<file path="config.mk">
export PLATFORM = sky130hd
export DESIGN_NAME = muldiv_unit
export DESIGN_NICKNAME = d
export VERILOG_FILES = /design/src/rtl/muldiv_pkg.sv /design/src/rtl/muldiv_ctrl.sv /design/src/rtl/muldiv_dp.sv /design/src/rtl/muldiv_unit.sv
export SDC_FILE = /design/constraint.sdc
export NUM_CORES = 2
export LEC_CHECK = 0
export BUFFER_PORTS_ARGS = -buffer_cell sky130_fd_sc_hd__buf_2
export CAP_MARGIN = 20
export CORE_MARGIN = 5
export CORE_UTILIZATION = 45
export CTS_CLUSTER_DIAMETER = 100
export CTS_CLUSTER_SIZE = 12
export DETAILED_ROUTE_END_ITERATION = 7
export HOLD_SLACK_MARGIN = 0.05
export SLEW_MARGIN = 25
export SYNTH_ARGS = -nofsm -noshare
export SYNTH_HDL_FRONTEND = slang
export SYNTH_SLANG_ARGS = --single-unit
</file>
<file path="constraint.sdc">
create_clock -name clk -period 15.75 [get_ports clk]
set_input_delay 3.9375 -clock clk [delete_from_list [all_inputs] [get_ports clk]]
set_output_delay 3.9375 -clock clk [all_outputs]
set_load 0.05 [all_outputs]
</file>
<file path="src/rtl/muldiv_pkg.sv">
package muldiv_pkg;

  // Operation codes; the low bits follow the instruction funct3 field.
  typedef enum logic [2:0] {
    OP_MUL    = 3'd0,
    OP_MULH   = 3'd1,
    OP_MULHSU = 3'd2,
    OP_MULHU  = 3'd3,
    OP_DIV    = 3'd4,
    OP_DIVU   = 3'd5,
    OP_REM    = 3'd6,
    OP_REMU   = 3'd7
  } mdOp_e;

  // Strobes from control to datapath.
  typedef struct packed {
    logic load;     // capture operands and prepare magnitudes
    logic mulStep;  // clock the product register
    logic divStep;  // one restoring shift-subtract iteration
    logic finish;   // form and register the final result
  } mdStrobe_t;

endpackage

</file>
<file path="src/rtl/muldiv_ctrl.sv">
module muldiv_ctrl
  import muldiv_pkg::*;
#(
  parameter int WIDTH      = 32,
  parameter int MUL_STAGES = 1
) (
  input  logic      clk,
  input  logic      rst,
  input  logic      start,
  input  logic      isDiv,
  output mdStrobe_t strb,
  output logic      busy,
  output logic      done
);

  localparam int CNT_MAX = (WIDTH > MUL_STAGES) ? WIDTH : MUL_STAGES;
  localparam int CNT_W   = $clog2(CNT_MAX) + 1;

  typedef enum logic [1:0] {S_IDLE, S_MULW, S_DIVW, S_FIN} ctrlState_e;

  ctrlState_e       state;
  logic [CNT_W-1:0] cnt;
  logic             doneReg;

  always_comb begin
    strb.load    = start && (state == S_IDLE);
    strb.mulStep = (state == S_MULW);
    strb.divStep = (state == S_DIVW);
    strb.finish  = (state == S_FIN);
  end

  always_ff @(posedge clk) begin
    if (rst) begin
      state   <= S_IDLE;
      cnt     <= '0;
      doneReg <= 1'b0;
    end else begin
      doneReg <= (state == S_FIN);
      case (state)
        S_IDLE: begin
          if (start) begin
            if (isDiv) begin
              cnt   <= CNT_W'(WIDTH - 1);
              state <= S_DIVW;
            end else begin
              cnt   <= CNT_W'(MUL_STAGES - 1);
              state <= S_MULW;
            end
          end
        end
        S_MULW, S_DIVW: begin
          if (cnt == '0) state <= S_FIN;
          else           cnt   <= cnt - 1'b1;
        end
        S_FIN:   state <= S_IDLE;
        default: state <= S_IDLE;
      endcase
    end
  end

  assign busy = (state != S_IDLE);
  assign done = doneReg;

  // single-cycle completion pulse, never overlapping busy
  assert_done_single_R9: assert property (@(posedge clk) disable iff (rst)
    done |=> !done);
  assert_done_idle_R9: assert property (@(posedge clk) disable iff (rst)
    done |-> !busy);
  // an accepted start makes the unit busy on the next cycle
  assert_accept_busy_R1: assert property (@(posedge clk) disable iff (rst)
    (start && !busy) |=> busy);
  // a running operation cannot be cut short by new requests
  assert_busy_hold_R8: assert property (@(posedge clk) disable iff (rst)
    (busy && state != S_FIN) |=> busy);

endmodule

</file>
<file path="src/rtl/muldiv_dp.sv">
module muldiv_dp
  import muldiv_pkg::*;
#(
  parameter int WIDTH = 32
) (
  input  logic             clk,
  input  logic             rst,
  input  mdStrobe_t        strb,
  input  mdOp_e            op,
  input  logic [WIDTH-1:0] srcA,
  input  logic [WIDTH-1:0] srcB,
  output logic [WIDTH-1:0] result
);

  localparam int PW = 2 * WIDTH;

  mdOp_e            opReg;
  logic [WIDTH-1:0] aReg, bReg;
  logic [PW-1:0]    prodReg;
  logic [WIDTH-1:0] remReg, quoReg, divisorMag;
  logic             negQ, negR, divZero;
  logic [WIDTH-1:0] resultReg;

  // Operand sign handling at acceptance
  logic signedDiv, aNeg, bNeg;
  always_comb begin
    signedDiv = (op == OP_DIV) || (op == OP_REM);
    aNeg      = signedDiv && srcA[WIDTH-1];
    bNeg      = signedDiv && srcB[WIDTH-1];
  end

  // Multiplier operands, extended to full product width
  logic          aSigned, bSigned;
  logic [PW-1:0] aExt, bExt, fullProd;
  always_comb begin
    aSigned  = (opReg == OP_MULH) || (opReg == OP_MULHSU);
    bSigned  = (opReg == OP_MULH);
    aExt     = {{WIDTH{aSigned && aReg[WIDTH-1]}}, aReg};
    bExt     = {{WIDTH{bSigned && bReg[WIDTH-1]}}, bReg};
    fullProd = aExt * bExt;
  end

  // One restoring iteration
  logic [WIDTH:0] shifted, diff;
  always_comb begin
    shifted = {remReg, quoReg[WIDTH-1]};
    diff    = shifted - {1'b0, divisorMag};
  end

  // Final result selection
  logic [WIDTH-1:0] finalVal;
  always_comb begin
    case (opReg)
      OP_MUL:                      finalVal = prodReg[WIDTH-1:0];
      OP_MULH, OP_MULHSU, OP_MULHU: finalVal = prodReg[PW-1:WIDTH];
      OP_DIV, OP_DIVU:             finalVal = divZero ? '1 : (negQ ? -quoReg : quoReg);
      default:                     finalVal = negR ? -remReg : remReg;
    endcase
  end

  always_ff @(posedge clk) begin
    if (rst) begin
      opReg      <= OP_MUL;
      aReg       <= '0;
      bReg       <= '0;
      prodReg    <= '0;
      remReg     <= '0;
      quoReg     <= '0;
      divisorMag <= '0;
      negQ       <= 1'b0;
      negR       <= 1'b0;
      divZero    <= 1'b0;
      resultReg  <= '0;
    end else begin
      if (strb.load) begin
        opReg      <= op;
        aReg       <= srcA;
        bReg       <= srcB;
        remReg     <= '0;
        quoReg     <= aNeg ? -srcA : srcA;
        divisorMag <= bNeg ? -srcB : srcB;
        negQ       <= aNeg ^ bNeg;
        negR       <= aNeg;
        divZero    <= (srcB == '0);
      end
      if (strb.mulStep) prodReg <= fullProd;
      if (strb.divStep) begin
        quoReg <= {quoReg[WIDTH-2:0], ~diff[WIDTH]};
        remReg <= diff[WIDTH] ? shifted[WIDTH-1:0] : diff[WIDTH-1:0];
      end
      if (strb.finish) resultReg <= finalVal;
    end
  end

  assign result = resultReg;

  // the partial remainder stays below the divisor after every step
  assert_rem_bound_R4: assert property (@(posedge clk) disable iff (rst)
    (strb.divStep && divisorMag != '0) |=> (remReg < divisorMag));
  // a zero divisor yields an all-ones quotient
  assert_div_by_zero_R6: assert property (@(posedge clk) disable iff (rst)
    (strb.finish && divZero && (opReg == OP_DIV || opReg == OP_DIVU))
      |=> (resultReg == '1));

endmodule

</file>
<file path="src/rtl/muldiv_unit.sv">
module muldiv_unit
  import muldiv_pkg::*;
#(
  parameter int WIDTH      = 32,
  parameter int MUL_STAGES = 1
) (
  input  logic             clk,
  input  logic             rst,
  input  logic             start,
  input  logic [2:0]       op,
  input  logic [WIDTH-1:0] srcA,
  input  logic [WIDTH-1:0] srcB,
  output logic             busy,
  output logic             done,
  output logic [WIDTH-1:0] result
);

  mdStrobe_t strb;

  muldiv_ctrl #(.WIDTH(WIDTH), .MUL_STAGES(MUL_STAGES)) uCtrl (
    .clk   (clk),
    .rst   (rst),
    .start (start),
    .isDiv (op[2]),
    .strb  (strb),
    .busy  (busy),
    .done  (done)
  );

  muldiv_dp #(.WIDTH(WIDTH)) uDp (
    .clk    (clk),
    .rst    (rst),
    .strb   (strb),
    .op     (mdOp_e'(op)),
    .srcA   (srcA),
    .srcB   (srcB),
    .result (result)
  );

endmodule

</file>
; Yosys cells after proc, flatten, opt, wreduce, memory -nomap -nowiden
; Index checks and enable logic that the tools add are counted.
[totals]
register_bits = 271
[classes]
reduce_logical = 19
addsub = 6
multipliers = 1
eq_ne = 13
bitwise_logic = 2
n_mux = 19
[ops]
columns = op, count
row1 = two-way mux 32 bit, 10
row2 = negator 32 bit, 4
row3 = one-hot mux 32 bit (3 select lines), 1
row4 = multiplier 33 x 33 -> 64 bit, 1
row5 = subtractor 33 x 32 -> 33 bit, 1
row6 = zero test 32 bit, 1
row7 = equality test 3 bit (second input constant), 4
row8 = two-way mux 6 bit, 2
row9 = one-hot mux 6 bit (2 select lines), 1
row10 = equality test 3 x 2 -> 1 bit (second input constant), 2
row11 = zero test 6 bit, 1
row12 = two-way mux 2 bit, 3
row13 = one-hot mux 2 bit (3 select lines), 1
row14 = nonzero test 2 bit, 3
row15 = subtractor 6 x 1 -> 6 bit (second input constant), 1
row16 = logical AND 1 bit, 5
row17 = two-way mux 5 bit, 1
row18 = equality test 2 bit (second input constant), 2
row19 = != test 2 bit (second input constant), 2
row20 = OR reduction 2 bit, 2
row21 = equality test 3 x 1 -> 1 bit (second input constant), 1
row22 = zero test 3 bit, 1
row23 = AND reduction 3 bit, 1
row24 = OR reduction 3 bit, 1
row25 = other kinds (7), 8

; Logic depth before layout (Yosys ltp)
[depth]
word_depth = 6
mapped_depth = 32
mapped_depth_nobuf = 29

; Hierarchy
; From an unflattened synthesis, not the netlist that was laid out.
[hier_totals]
cells_unflattened = 6117
hier_area_um2 = 53337.4
[modules_own_cells]
columns = mod, cells_each, area_per_inst_um2, n_inst
row1 = muldiv_dp, 6048, 52749.3, 1
row2 = muldiv_ctrl, 69, 588.1, 1

; Worst setup path after synthesis
; OpenSTA, ideal clock, no wires.
[synth_timing]
path_kind = flip-flop to flip-flop
startpoint = register uDp.opReg[0]
endpoint = register uDp.prodReg[63]
synth_period_minus_slack_ns = 8.769
path_stages_with_launch = 28
arrival_ns = 8.683
setup_slack_ns = 6.981
setup_ns = 0.086
t_required_ns = 15.664
cell_sequence = dfxtp_1 clkbuf_1 xnor2_1 nor3b_1 clkbuf_1 nand2_1 fa_1 fa_1 inv_1 fa_1 inv_1 fa_1 inv_1 fa_1 fa_1 fa_1 inv_1 fa_1 inv_1 ha_1 a21o_1 a21oi_1 o21ai_0 o21ai_0 or2_2 o311ai_4 mux2_2 a211oi_1
[synth_between]
elab_chain_len = 4
word_cells_on_any_way = 6
cone_classes = 1 x mul / 2 x eq/ne / 3 x reduce/logical
[synth_rtl]
columns = item, line
row1 = start: declaration, muldiv_dp.sv:17  ; mdOp_e opReg;
row2 = start signal: assignment, muldiv_dp.sv:76  ; opReg <= op;
row3 = equality test 3 x 1 -> 1 bit / equality test 3 x 2 -> 1 bit (equally long branches), "muldiv_dp.sv:36, muldiv_dp.sv:37"
row4 = logical OR 1 bit, muldiv_dp.sv:36  ; aSigned = (opReg == OP_MULH) || (opReg == OP_MULHSU);
row5 = logical AND 1 bit, muldiv_dp.sv:38  ; aExt = {{WIDTH{aSigned && aReg[WIDTH-1]}}, aReg};
row6 = multiplier 33 x 33 -> 64 bit *, muldiv_dp.sv:40  ; fullProd = aExt * bExt;
row7 = end signal: assignment, muldiv_dp.sv:86  ; if (strb.mulStep) prodReg <= fullProd;
row8 = end: declaration, muldiv_dp.sv:19  ; logic [PW-1:0] prodReg;
; Mark *: on every way between the ends. The rest lies on a longest branch, timed or not.
; A chain may end at the register's enable or synchronous reset.

; Worst setup path in the final report
[layout_timing]
startpoint = register uDp.opReg[2]
endpoint = register uDp.prodReg[63]
; Same word-level chain as after synthesis.

==> reports/qor.csv <==
metric;value;unit
postcts setup bufs;0;
CP Data Arrival Time;10.18;ns
most frequent cell after synthesis;inv_1;
predominant post-synthesis flop cell;dfxtp_1;
Synth Cell Area;0.0531;mm²
first-pass iteration count of the detailed router;6;
worst slack at placement;5.90;ns
max-slew violation count;0;
final hold violation count;0;
HPWL Detailed;118000;µm
Post-Syn Nets;7642;
DRC;0;
vias in the first global route;42400;
# clock sinks;270;
post-synth top area cell;fa_1;
# H-tree levels;1;
Distinct cells, synth;79;
total CTS buffers;26;
Tmin final;9.70;ns
Seq/Total Area, Yosys;10.2;%
post-synthesis cell count;6192;
leak pwr;0.0254;µW
worst vdd ir;0.000101;V
Area Growth Syn to Fin;4.64;%
PortBufs;103;
fill count;11600;
power consumption;4630;µW
Site Rows;126;
clk_skew;0.0207;ns
worst-skew pair later-pin latency;0.57;ns
largest net degree at the start of global routing;101;
Clock Pin Slew Worst Setup and Hold Paths;0.06;ns
post-CTS sizing;0;
HP Class;reg2reg;
Global Route Usage Sum;24.4;%
slowest cell on the critical path;fa_1;
antenna-violating nets left;0;
Post-layout nets;7494;
Worst Path Required;16.23;ns
die width;354;µm
outcome;finished, final reports clean;
critical path fanouts, max;57;
Total Wirelength;151000;µm
Syn Area/Cell;8.58;µm²
Tcrit/Tclk final;61.6;%
Power Density;83.3;mW/mm²
Core Util, Final;47.3;%
Ports;104;
Root Driver;clkbuf_16;
Die Ht;354;µm
WP buf/inv;9;
CP delay by family, top;adder cells;
post-synthesis register bit count;270;
Crit path largest cell delay;0.87;ns
vias per cell;5.39;
hold-fix buffers at CTS;0;
Commonest cells post-synth;inv_1, fa_1, nand2_1;
Core Region;0.118;mm²
ranking of synthesized cells by area;fa_1, dfxtp_1, inv_1;
initial drt markers;3028;
first-pass GRT wire length;244000;µm
share of cells above drive strength 1;4.57;%
slack of the critical path;6.05;ns
Synth async-reset ratio;0;%
initial antenna violation count;9;
RSZ-0062 raised after global routing;no;
crit path kind;reg2reg;
CP startpoint kind;flop;
DIE AREA;0.125;mm²
Warnings, synthesis;0;
fmax;103;MHz
CTS tree;done;
Post-synth EDFFs;0;
vias post-DR;40900;
Setup Viol. Count Final;0;
Max-Slew Margin vs Limit;30.0;%
GP Congestion;0.927;
Post-Place Cells;7552;
CTS Buffer Depth;3;
number of max-cap violations;0;
Synth top area share;42.4;%
initial core utilization;45.2;%
drt wl/cell;20.0;µm
global route overflow;0;
Final Non-Filler Cells;7583;
setup TNS;0;ns
CP endpoint kind;flop;
Worst-Margin Slew;1.04;ns
-- tightest hold or removal path, delay by kind of cell (launching register included) --
family,cells,cell delay [ns]
compound gates,1,0.05
simple gates,1,0.05
flops,1,0.31
-- state kept, by name, indices dropped and copies added (netlist names), 6 cells and up --
name,flops
uCtrl.cnt,6
uDp.aReg,32
uDp.bReg,31
uDp.divisorMag,32
uDp.prodReg,64
uDp.quoReg,32
uDp.remReg,32
uDp.result,32
-- layout by cell type, fill, tap and decap left out, types with 89 or more instances in the layout --
cell and n:
a21oi_1 245, inv_1 1250, nand2_1 1093, xnor2_1 115, buf_2 102, fa_1 1125, o21ai_0 143, ha_1 251
dfxtp_1 267, buf_4 91, mux2i_1 89, and2_1 303, nor2_1 254
-- layer usage --
metal  part of all wire (%)  wire length (µm)  GRT usage [%]
met1                     45             67500           34.9
met5                      0                 0              0
met2                     48             72900           41.1
met3                    4.9              7460           1.91
met4                    2.3              3550           5.03
-- where the power goes --
group | internal, µW | total, µW | switching, µW
Combinational | 1070 | 3090 | 2020
Sequential | 811 | 964 | 153
Clock | 293 | 575 | 283
Total | 2170 | 4630 | 2460
-- area by class of cell --
type | count | area [µm²] | area share, %
repair buffers | 194 | 1210 | 2.17
clock inverters | 2 | 23.8 | 0.0428
clock buffers | 27 | 654 | 1.18
well taps | 1536 | 1920 | 3.46
multi-input cells | 4302 | 41700 | 75.0
inverters | 1250 | 4690 | 8.44
flip-flops and latches | 270 | 5410 | 9.73
diodes | 2 | 5.00 | 0.00900
-- kinds of logic (layout without fill, tap and decap cells) --
family | count (synthesis) | after routing | share of synthesized area [%]
multiplexers | 91 | 91 | 1.72
AND/OR/NAND/NOR | 1887 | 1887 | 15.9
XOR/XNOR | 204 | 204 | 3.36
flip-flops | 270 | 270 | 10.2
AO/OA/AOI/OAI | 740 | 740 | 8.98
adder cells (fa/ha/maj) | 1380 | 1380 | 48.4
buffers and inverters | 1620 | 1473 | 11.5
other | 0 | 2 | 0
-- stage by stage --
step | hold slack, ns | instance area (µm²)
finish | 0.455 | 55600
global route | 0.480 | 55600
CTS | 0.457 | 55600
detailed placement | 0.447 | 54900
global placement | 0.442 | 54900
floorplan | 0.424 | 53100
-- path summary, 6_finish.rpt --
kind | slack, ns | cells after the start | end | startpoint
max | 6.05 | 28 | uDp.prodReg[63]$_SDFFE_PP0N_ | uDp.opReg[2]$_SDFFE_PP0P_
min | 0.45 | 2 | uDp.aReg[0]$_SDFFE_PP0P_ | uDp.aReg[0]$_SDFFE_PP0P_
max reg2reg | 6.05 | 28 | uDp.prodReg[63]$_SDFFE_PP0N_ | uDp.opReg[2]$_SDFFE_PP0P_
min reg2reg | 0.45 | 2 | uDp.aReg[0]$_SDFFE_PP0P_ | uDp.aReg[0]$_SDFFE_PP0P_
Power figures use the tool's default switching activity.
